`src/rtl/tick_seq_pkg.sv`:
```
package tick_seq_pkg;
  typedef enum logic [2:0] {
    PH_IDLE    = 3'd0,
    PH_SETUP   = 3'd1,
    PH_READ    = 3'd2,
    PH_TURN    = 3'd3,
    PH_WRITE   = 3'd4,
    PH_SAMPLE  = 3'd5,
    PH_AUTORST = 3'd6
  } phase_e;

  localparam int unsigned NUM_LEN = 6;
endpackage

```
`src/rtl/tick_cmd_gate.sv`:
```
module tick_cmd_gate (
  input  logic clk,
  input  logic rst_n,
  input  logic idle_i,
  input  logic start_i,
  input  logic applied_i,
  input  logic dom_rst_req_i,
  input  logic load_req_i,
  output logic start_go_o,
  output logic start_rej_o,
  output logic dom_rst_go_o,
  output logic load_go_o,
  output logic cmd_rej_o
);
  logic start_ok;
  logic cmd_window;
  logic start_rej_d, dom_go_d, load_go_d, cmd_rej_d;
  logic start_rej_q, dom_go_q, load_go_q, cmd_rej_q;

  always_comb begin
    start_ok    = start_i & idle_i & applied_i;
    cmd_window  = idle_i & ~start_ok;
    start_rej_d = start_i & ~start_ok;
    dom_go_d    = dom_rst_req_i & cmd_window;
    load_go_d   = load_req_i & cmd_window;
    cmd_rej_d   = (dom_rst_req_i | load_req_i) & ~cmd_window;
  end

  always_ff @(posedge clk or negedge rst_n) begin
    if (!rst_n) begin
      start_rej_q <= 1'b0;
      dom_go_q    <= 1'b0;
      load_go_q   <= 1'b0;
      cmd_rej_q   <= 1'b0;
    end else begin
      start_rej_q <= start_rej_d;
      dom_go_q    <= dom_go_d;
      load_go_q   <= load_go_d;
      cmd_rej_q   <= cmd_rej_d;
    end
  end

  assign start_go_o   = start_ok;
  assign start_rej_o  = start_rej_q;
  assign dom_rst_go_o = dom_go_q;
  assign load_go_o    = load_go_q;
  assign cmd_rej_o    = cmd_rej_q;

  // a reject pulse always follows an actual start request
  assert_start_rej_cause_R5: assert property (@(posedge clk) disable iff (!rst_n)
    start_rej_o |-> $past(start_i));
  // commands go through only from an idle cycle
  assert_cmd_idle_only_R6: assert property (@(posedge clk) disable iff (!rst_n)
    (dom_rst_go_o | load_go_o) |-> $past(idle_i));
endmodule

```
`src/rtl/tick_phase_fsm.sv`:
```
module tick_phase_fsm
  import tick_seq_pkg::*;
#(
  parameter int unsigned CNT_W = 8
) (
  input  logic                       clk,
  input  logic                       rst_n,
  input  logic                       start_go_i,
  input  logic [NUM_LEN*CNT_W-1:0]   lens_i,
  input  logic                       autorst_en_i,
  output phase_e                     phase_o,
  output logic                       last_o
);
  phase_e           phase_q, phase_d;
  logic [CNT_W-1:0] cnt_q, cnt_d;
  logic [CNT_W-1:0] len_q [NUM_LEN];
  logic             ar_en_q;
  logic             phase_end;

  function automatic phase_e follow(input phase_e p, input logic ar);
    case (p)
      PH_SETUP:  follow = PH_READ;
      PH_READ:   follow = PH_TURN;
      PH_TURN:   follow = PH_WRITE;
      PH_WRITE:  follow = PH_SAMPLE;
      PH_SAMPLE: follow = ar ? PH_AUTORST : PH_IDLE;
      default:   follow = PH_IDLE;
    endcase
  endfunction

  function automatic logic [CNT_W-1:0] start_count(input logic [CNT_W-1:0] l);
    start_count = (l == '0) ? '0 : l - 1'b1;
  endfunction

  logic [CNT_W-1:0] next_len;

  always_comb begin
    phase_end = (phase_q != PH_IDLE) && (cnt_q == '0);
    phase_d   = phase_q;
    cnt_d     = cnt_q;
    next_len  = '0;
    if (phase_q == PH_IDLE) begin
      if (start_go_i) begin
        phase_d = PH_SETUP;
        cnt_d   = start_count(lens_i[CNT_W-1:0]);
      end
    end else if (phase_end) begin
      phase_d = follow(phase_q, ar_en_q);
      case (phase_d)
        PH_READ:    next_len = len_q[1];
        PH_TURN:    next_len = len_q[2];
        PH_WRITE:   next_len = len_q[3];
        PH_SAMPLE:  next_len = len_q[4];
        PH_AUTORST: next_len = len_q[5];
        default:    next_len = '0;
      endcase
      cnt_d = start_count(next_len);
    end else begin
      cnt_d = cnt_q - 1'b1;
    end
  end

  always_ff @(posedge clk or negedge rst_n) begin
    if (!rst_n) begin
      phase_q <= PH_IDLE;
      cnt_q   <= '0;
    end else begin
      phase_q <= phase_d;
      cnt_q   <= cnt_d;
    end
  end

  // capture registers: clock enable is the accepted start
  always_ff @(posedge clk or negedge rst_n) begin
    if (!rst_n) begin
      ar_en_q <= 1'b0;
      for (int k = 0; k < NUM_LEN; k++) len_q[k] <= '0;
    end else if (start_go_i && phase_q == PH_IDLE) begin
      ar_en_q <= autorst_en_i;
      for (int k = 0; k < NUM_LEN; k++) len_q[k] <= lens_i[k*CNT_W +: CNT_W];
    end
  end

  assign phase_o = phase_q;
  assign last_o  = phase_end;

  // turnaround is entered only from read
  assert_turn_after_read_R1: assert property (@(posedge clk) disable iff (!rst_n)
    (phase_q == PH_TURN && $past(phase_q) != PH_TURN) |-> $past(phase_q) == PH_READ);
  // write is entered only from turnaround
  assert_write_after_turn_R1: assert property (@(posedge clk) disable iff (!rst_n)
    (phase_q == PH_WRITE && $past(phase_q) != PH_WRITE) |-> $past(phase_q) == PH_TURN);
  // auto-reset is entered only from the readout sample
  assert_autorst_after_sample_R1: assert property (@(posedge clk) disable iff (!rst_n)
    (phase_q == PH_AUTORST && $past(phase_q) != PH_AUTORST) |-> $past(phase_q) == PH_SAMPLE);
  // a phase holds while its counter has not run out
  assert_phase_holds_R2: assert property (@(posedge clk) disable iff (!rst_n)
    (phase_q != PH_IDLE && cnt_q != '0) |=> $stable(phase_q));
endmodule

```
`src/rtl/tick_status_latch.sv`:
```
module tick_status_latch
  import tick_seq_pkg::*;
#(
  parameter int unsigned N_DOM  = 4,
  parameter int unsigned FC_W   = 4,
  parameter int unsigned MASK_W = 16
) (
  input  logic                    clk,
  input  logic                    rst_n,
  input  phase_e                  phase_i,
  input  logic                    last_i,
  input  logic                    start_go_i,
  input  logic                    ovf_i,
  input  logic                    collide_i,
  input  logic [N_DOM*FC_W-1:0]   fire_cnt_i,
  input  logic [N_DOM*MASK_W-1:0] winner_mask_i,
  output logic [31:0]             status_o,
  output logic [MASK_W-1:0]       mask_o
);
  logic [MASK_W-1:0] dom_part [N_DOM];
  logic [MASK_W-1:0] mask_now;
  logic              acc_ovf_q, acc_col_q, acc_ovf_d, acc_col_d;
  logic [31:0]       status_q, status_d;
  logic [MASK_W-1:0] mask_q, mask_d;
  logic              latch_en;

  for (genvar d = 0; d < N_DOM; d++) begin : g_dom
    assign dom_part[d] = (|fire_cnt_i[d*FC_W +: FC_W]) ?
                         winner_mask_i[d*MASK_W +: MASK_W] : '0;
  end

  always_comb begin
    mask_now = '0;
    for (int d = 0; d < N_DOM; d++) mask_now = mask_now | dom_part[d];
  end

  always_comb begin
    latch_en  = last_i && (phase_i == PH_SAMPLE);
    acc_ovf_d = acc_ovf_q;
    acc_col_d = acc_col_q;
    if (start_go_i && phase_i == PH_IDLE) begin
      acc_ovf_d = 1'b0;
      acc_col_d = 1'b0;
    end else if (phase_i == PH_WRITE) begin
      acc_ovf_d = acc_ovf_q | ovf_i;
      acc_col_d = acc_col_q | collide_i;
    end
    status_d = status_q;
    mask_d   = mask_q;
    if (latch_en) begin
      status_d = {29'd0, acc_col_q, acc_ovf_q, 1'b1};
      mask_d   = mask_now;
    end
  end

  always_ff @(posedge clk or negedge rst_n) begin
    if (!rst_n) begin
      acc_ovf_q <= 1'b0;
      acc_col_q <= 1'b0;
      status_q  <= '0;
      mask_q    <= '0;
    end else begin
      acc_ovf_q <= acc_ovf_d;
      acc_col_q <= acc_col_d;
      status_q  <= status_d;
      mask_q    <= mask_d;
    end
  end

  assign status_o = status_q;
  assign mask_o   = (phase_i == PH_AUTORST) ? mask_q : '0;

  // the completed flag is set right after the sample phase ends
  assert_status_done_R7: assert property (@(posedge clk) disable iff (!rst_n)
    (phase_i == PH_SAMPLE && last_i) |=> status_o[0]);
  // status only changes at the end of a sample phase
  assert_status_stable_R7: assert property (@(posedge clk) disable iff (!rst_n)
    !(phase_i == PH_SAMPLE && last_i) |=> $stable(status_o));
endmodule

```
`src/rtl/tick_sequencer.sv`:
```
module tick_sequencer
  import tick_seq_pkg::*;
#(
  parameter int unsigned CNT_W  = 8,
  parameter int unsigned N_DOM  = 4,
  parameter int unsigned FC_W   = 4,
  parameter int unsigned MASK_W = 16
) (
  input  logic                    clk,
  input  logic                    rst_n,
  input  logic                    start_i,
  input  logic                    params_applied_i,
  input  logic                    dom_rst_req_i,
  input  logic                    param_load_req_i,
  input  logic [CNT_W-1:0]        len_setup_i,
  input  logic [CNT_W-1:0]        len_read_i,
  input  logic [CNT_W-1:0]        len_turn_i,
  input  logic [CNT_W-1:0]        len_write_i,
  input  logic [CNT_W-1:0]        len_sample_i,
  input  logic [CNT_W-1:0]        len_autorst_i,
  input  logic                    autorst_en_i,
  input  logic                    ovf_i,
  input  logic                    collide_i,
  input  logic [N_DOM*FC_W-1:0]   fire_cnt_i,
  input  logic [N_DOM*MASK_W-1:0] winner_mask_i,
  output logic [2:0]              phase_o,
  output logic                    busy_o,
  output logic                    hold_o,
  output logic                    host_drive_o,
  output logic                    array_drive_o,
  output logic                    start_rej_o,
  output logic                    dom_rst_go_o,
  output logic                    param_load_go_o,
  output logic                    cmd_rej_o,
  output logic [31:0]             status_o,
  output logic [MASK_W-1:0]       autorst_mask_o
);
  logic   rst_meta, rst_sync;
  phase_e phase;
  logic   last;
  logic   start_go;
  logic   idle;
  logic [NUM_LEN*CNT_W-1:0] lens;

  always_ff @(posedge clk or negedge rst_n) begin
    if (!rst_n) begin
      rst_meta <= 1'b0;
      rst_sync <= 1'b0;
    end else begin
      rst_meta <= 1'b1;
      rst_sync <= rst_meta;
    end
  end

  assign lens = {len_autorst_i, len_sample_i, len_write_i,
                 len_turn_i, len_read_i, len_setup_i};
  assign idle = (phase == PH_IDLE);

  tick_cmd_gate u_gate (
    .clk          (clk),
    .rst_n        (rst_sync),
    .idle_i       (idle),
    .start_i      (start_i),
    .applied_i    (params_applied_i),
    .dom_rst_req_i(dom_rst_req_i),
    .load_req_i   (param_load_req_i),
    .start_go_o   (start_go),
    .start_rej_o  (start_rej_o),
    .dom_rst_go_o (dom_rst_go_o),
    .load_go_o    (param_load_go_o),
    .cmd_rej_o    (cmd_rej_o)
  );

  tick_phase_fsm #(.CNT_W(CNT_W)) u_fsm (
    .clk         (clk),
    .rst_n       (rst_sync),
    .start_go_i  (start_go),
    .lens_i      (lens),
    .autorst_en_i(autorst_en_i),
    .phase_o     (phase),
    .last_o      (last)
  );

  tick_status_latch #(.N_DOM(N_DOM), .FC_W(FC_W), .MASK_W(MASK_W)) u_status (
    .clk          (clk),
    .rst_n        (rst_sync),
    .phase_i      (phase),
    .last_i       (last),
    .start_go_i   (start_go),
    .ovf_i        (ovf_i),
    .collide_i    (collide_i),
    .fire_cnt_i   (fire_cnt_i),
    .winner_mask_i(winner_mask_i),
    .status_o     (status_o),
    .mask_o       (autorst_mask_o)
  );

  always_comb begin
    phase_o       = phase;
    busy_o        = ~idle;
    hold_o        = (phase == PH_SETUP) || (phase == PH_READ);
    host_drive_o  = idle || (phase == PH_SETUP) || (phase == PH_READ);
    array_drive_o = (phase == PH_WRITE);
  end

  // host and array never drive the lanes together
  assert_no_bus_fight_R3: assert property (@(posedge clk) disable iff (!rst_sync)
    !(host_drive_o && array_drive_o));
  // array drive only starts after a dead turnaround cycle
  assert_dead_cycle_R3: assert property (@(posedge clk) disable iff (!rst_sync)
    $rose(array_drive_o) |-> ($past(phase_o) == 3'd3 && !$past(host_drive_o)));
  // the mask is quiet outside auto-reset
  assert_mask_quiet_R8: assert property (@(posedge clk) disable iff (!rst_sync)
    (phase_o != 3'd6) |-> (autorst_mask_o == '0));
endmodule

```
`config.mk`:
```
export PLATFORM = sky130hd
export DESIGN_NAME = tick_sequencer
export DESIGN_NICKNAME = d
export VERILOG_FILES = /design/src/rtl/tick_seq_pkg.sv /design/src/rtl/tick_cmd_gate.sv /design/src/rtl/tick_phase_fsm.sv /design/src/rtl/tick_status_latch.sv /design/src/rtl/tick_sequencer.sv
export SDC_FILE = /design/constraint.sdc
export NUM_CORES = 1
export LEC_CHECK = 0
export CAP_MARGIN = 10
export CORE_ASPECT_RATIO = 1.1
export CORE_MARGIN = 2
export CORE_UTILIZATION = 37
export DETAILED_ROUTE_END_ITERATION = 8
export PLACE_DENSITY = 0.74
export SLEW_MARGIN = 20
export SYNTH_ARGS = -nofsm -noshare
export SYNTH_HDL_FRONTEND = slang
export SYNTH_SLANG_ARGS = --single-unit
```
`constraint.sdc`:
```
create_clock -name clk -period 2.8 [get_ports clk]
set_input_delay 0.7 -clock clk [delete_from_list [all_inputs] [get_ports clk]]
set_output_delay 0.7 -clock clk [all_outputs]
set_load 0.02 [all_outputs]
```
After elaboration in Yosys (flattened, before gate mapping)
Index checks and enable logic that the tools add are counted.
W data, S select, Z words.
{"block": "classes", "n_addsub": 3, "n_eq_ne": 12, "muxes": 24, "bitwise_logic": 16, "n_reduce_logical": 18}
{"operator": "$mux W16", "n": 5}
{"operator": "$mux W8", "n": 7}
{"operator": "$or A16 B16 Y16", "n": 3}
{"operator": "$pmux W8 S5", "n": 1}
{"operator": "$logic_not A8 Y1", "n": 3}
{"operator": "$sub A8 B1 Y8 const B", "n": 3}
{"operator": "$eq A3 B3 Y1 const B", "n": 6}
{"operator": "$mux W3", "n": 6}
{"operator": "$reduce_or A4 Y1", "n": 4}
{"operator": "$pmux W3 S5", "n": 1}
{"operator": "$eq A3 B2 Y1 const B", "n": 4}
{"operator": "$and A1 B1 Y1", "n": 7}
{"operator": "$mux W1", "n": 4}
{"operator": "$reduce_bool A2 Y1", "n": 2}
{"operator": "$eq A3 B1 Y1 const B", "n": 1}
{"operator": "$logic_and A1 B1 Y1", "n": 3}
{"operator": "$logic_not A3 Y1", "n": 1}
{"operator": "$logic_or A1 B1 Y1", "n": 3}
{"operator": "$not A1 Y1", "n": 3}
{"operator": "$or A1 B1 Y1", "n": 3}
{"operator": "$reduce_bool A3 Y1", "n": 1}
{"operator": "$ne A2 B1 Y1 const B", "n": 1}
{"operator": "$reduce_and A2 Y1", "n": 1}
{"block": "word_totals", "register_bits": 79, "in_bits": 137, "out_inout_bits": 59, "word_cells": 91}

Logic depth before layout (Yosys ltp)
{"block": "logic_depth", "depth_word": 12, "depth_mapped": 11, "ltp_nobuf": 8}

Cells and area by module
A second synthesis with hierarchy kept.
{"block": "hier_totals", "cells_unflattened": 532, "area_unflattened_um2": 4663.2}
{"module": "tick_phase_fsm", "instances": 1, "cells_per_inst": 352, "area_per_inst_um2": 2912.8, "seq_area_each_um2": 1301.2}
{"module": "tick_status_latch", "instances": 1, "cells_per_inst": 160, "area_per_inst_um2": 1510.2, "seq_area_each_um2": 525.5}
{"module": "tick_cmd_gate", "instances": 1, "cells_per_inst": 11, "area_per_inst_um2": 146.4, "seq_area_each_um2": 100.1}
{"module": "tick_sequencer", "instances": 1, "cells_per_inst": 9, "area_per_inst_um2": 93.8, "seq_area_each_um2": 50.0}

Worst setup path after synthesis
OpenSTA, ideal clock, no wires.
{"block": "synth_timing", "kind": "flip-flop to output port", "from": "register u_fsm.phase_q[0], in the netlist u_fsm.phase_o[0]", "to": "output autorst_mask_o[10]", "t_arrival_ns": 1.780, "t_required_ns": 2.100, "path_slack_ns": 0.320, "stages_incl_launch_ff": 7, "n_path_buf": 4, "cell_sequence": "dfrtp_1 > buf_6 > buf_6 > buf_4 > nor3_1 > clkbuf_1 > and2_1"}
{"block": "synth_via", "elab_chain_cells": 2}
{"item": "start: declaration", "line_no": "tick_phase_fsm.sv:14", "source": "phase_e phase_q, phase_d;"}
{"item": "start signal: assignment", "line_no": "tick_phase_fsm.sv:68", "source": "phase_q <= phase_d;"}
{"item": "$eq A3 B3 Y1", "line_no": "tick_status_latch.sv:71", "source": "assign mask_o = (phase_i == PH_AUTORST) ? mask_q : '0;"}
{"item": "$mux W16", "line_no": "tick_status_latch.sv:71"}
{"item": "end: declaration", "line_no": "tick_sequencer.sv:36", "source": "output logic [MASK_W-1:0] autorst_mask_o"}
No other way between the ends.

Worst setup path after layout
{"block": "layout_timing", "from": "register u_fsm.phase_q[1], in the netlist u_fsm.phase_o[1]", "to": "output autorst_mask_o[10]"}
Same word-level chain as after synthesis.

==> metrics.cfg <==
[status]
status=finished clean

[synthesis]
synth_warnings=0
yosys.area_share.adder_pct=1.11
synthCells=443
synth.yosys.seq_area_share_pct=44.0
synthMuxAreaShare_pct=12.2
netlist_area_mm2=0.00450
synth-seq-cells=79
yosys.area_share.simple_pct=13.7
yosysUniqueCellTypes=51
netlist_top_cells_area=dfrtp_1 44%, mux2_2 11%, a22oi_1 5.7%, buf_4 5.5%, and2_1 2.5%
synth_top_family_by_area=compound AO/OA/AOI/OAI gates
synthXorXnorAreaFrac_pct=1.56
synthFlopType=dfrtp_1
synth_top_area_share_pct=44.0
yosys.area.top_type=dfrtp_1
synth_compound_area_share_pct=17.8
ys_async_sr_fraction_pct=100
postSynthAreaPerCell_um2=10.2
synth-edff-count=0

[global_route]
grt_max_degree=78
grt_overflow_total=0
grt_pass1_vias=4144
gr-usage-all-layers_pct=22.0
antenna_found_initial=2
grt_pass1_wl_mm=21.3

[cts]
cts_tree=built
htreeDepth=3
clk_pin_slew_ns=0.06
cts_sinks=79
clkLatencyLatePin_ns=0.34
ctsRootBufferMaster=clkbuf_16
cts.path.max_buffers=2
numCtsBuffers=9

[critical_path]
cp.required_ns=2.10
timing.rr.start=u_fsm.cnt_q[0]
r2r_setup_slack_ns=0.35
critPathLaunch=u_fsm.phase_o[1]
worstSetupPathType=reg2out
end_kind=output pin
critPathMaxFanout=9
cp.arrival_ns=1.98
critPathLaunchType=flip-flop

[final_layout]
fillCellCount=1074
final_common_cell=clkdlybuf4s50_1
drive_above_1_share_pct=15.1
syn2layout_area_growth_pct=47.6
nets=759
mostFrequentLayoutCells=149 x clkdlybuf4s50_1, 78 x dfrtp_1, 43 x mux2_2

[detailed_routing]
vias=4078
drtIter0Drc=254
firstDrtPassIters=5
ant_nets=0
finalWirelength_mm=14.0
vias_per_cell=5.23
drc=0
wire_per_inst_um=18.0

[timing]
slew_headroom_pct=52.2
fmax_mhz=374
slew_viol_final=0
clock-skew-final_ns=0.00536
worstMarginPinSlew_ns=0.714
min_period_ns=2.68
hold_viol=0
fin_crit_sh_pct=95.6
setup_violations=0
setup_ws_ns=0.124

[placed_design]
dp_hpwl_mm=11.0
io_buffers=166
place_congestion=0.908
post-place-ws_ns=0.234

[floorplanning]
dieArea_mm2=0.0131
start_util_pct=37.7
die_h_um=120
num_rows=42
die_w_um=109
core_area_mm2=0.0119
pin_count=196

[power_and_ir_drop]
p_leak_nw=2.88
peakVddDrop_mv=0.321
p_total_mw=4.09
powerDensity_mw_per_mm2=616

[job]
drv_cap=0

[hold_path]
hold_path.class=reg2async

[cell usage after synthesis, types with 3 or more instances]
cell / number
dfrtp_1: 79
mux2_2: 43
a22oi_1: 34
buf_4: 33
nor2_1: 29
a21oi_1: 18
and2_1: 18
nand2_1: 18
a31oi_1: 17
o21ai_0: 16
clkbuf_1: 11
inv_1: 11
nand3_1: 10
nor3_1: 10
buf_2: 7
nand2b_1: 6
nor2b_1: 6
o221ai_1: 6
xnor2_1: 6
buf_6: 5
mux2i_1: 5
ha_1: 4
or4_1: 4
a211oi_1: 3
a32o_1: 3
and3_1: 3
nor3b_1: 3
nor4_1: 3
[metrics by stage]
step | TNS, ns | hold slack [ns] | std cells | utilization (%) | instance area, µm²
after detailed placement | 0 | 0.340 | 757 | 52.5 | 6260
after global routing | -0.00296 | 0.294 | 777 | 55.6 | 6630
after CTS | 0 | 0.353 | 775 | 55.3 | 6600
after floorplan | 0 | 0.331 | 471 | - | 4600
after global placement | 0 | 0.337 | 757 | 52.5 | 6260
final | 0 | 0.252 | 780 | 55.6 | 6640
[logic make-up after synthesis]
logic type               Yosys count
adder cells (fa/ha/maj)            4
AO/OA/AOI/OAI                    115
multiplexers                      49
AND/OR/NAND/NOR                  118
flip-flops                        79
buffers and inverters             68
XOR/XNOR                           8
other                              2
[what timing repair did]
action,4_1_cts,5_1_grt
hold buffers,0,0
gates resized for setup,17,4
endpoints found under the setup margin,16,6
buffers inserted,2,1
[power by group]
group	internal (mW)	total, mW	switching (mW)	leakage (nW)
logic	0.663	1.36	0.699	1.78
clock network	0.873	1.34	0.465	0.160
registers	1.26	1.39	0.130	0.943
[path summary, 6_finish.rpt]
check | to | depth (start not counted)
worst max-delay path | autorst_mask_o[10] | 7
worst min-delay path | u_fsm.len_q[23] | 0
worst max register to register | u_status.mask_q[3] | 9
worst min register to register | u_fsm.len_q[23] | 0
max in group asynchronous | u_gate.load_go_o | 1
min in group clk | rst_sync | 0
[registers in the layout, summed over array words and instances (netlist names), 3 cells and up]
| signal | flops |
|---|---|
| u_fsm.cnt_q | 8 |
| u_fsm.len_q | 40 |
| u_fsm.phase_o | 3 |
| u_status.mask_q | 16 |
| u_status.status_o | 3 |
[layout make-up]
type	count	area [µm²]	share of cell area, %
Antenna cell	3	7.51	0.113
Clock buffer	11	233	3.51
Clock inverter	5	106	1.60
Inverter	12	45.0	0.679
Multi-Input combinational cell	324	2210	33.3
Sequential cell	79	1980	29.8
Tap cell	154	193	2.90
Timing Repair Buffer	192	1860	28.1
[routing by layer]
layer	track usage [%]	vias to the layer above	part of all wire (%)
met4	7.21	0	1.9
met3	5.32	20	9.0
met2	38.1	204	50
li1	-	1903	-
met5	0	-	0
met1	26.5	1951	39
[critical path: stages, from the launching register on]
cell and delay [ns]:
dfrtp_1 0.38, buf_4 0.17, inv_1 0.08, nor3_1 0.20, buf_4 0.18, buf_4 0.15
and2_1 0.13, dlygate4sd2_1 0.33
No activity file was read; power rests on OpenSTA's default activity.
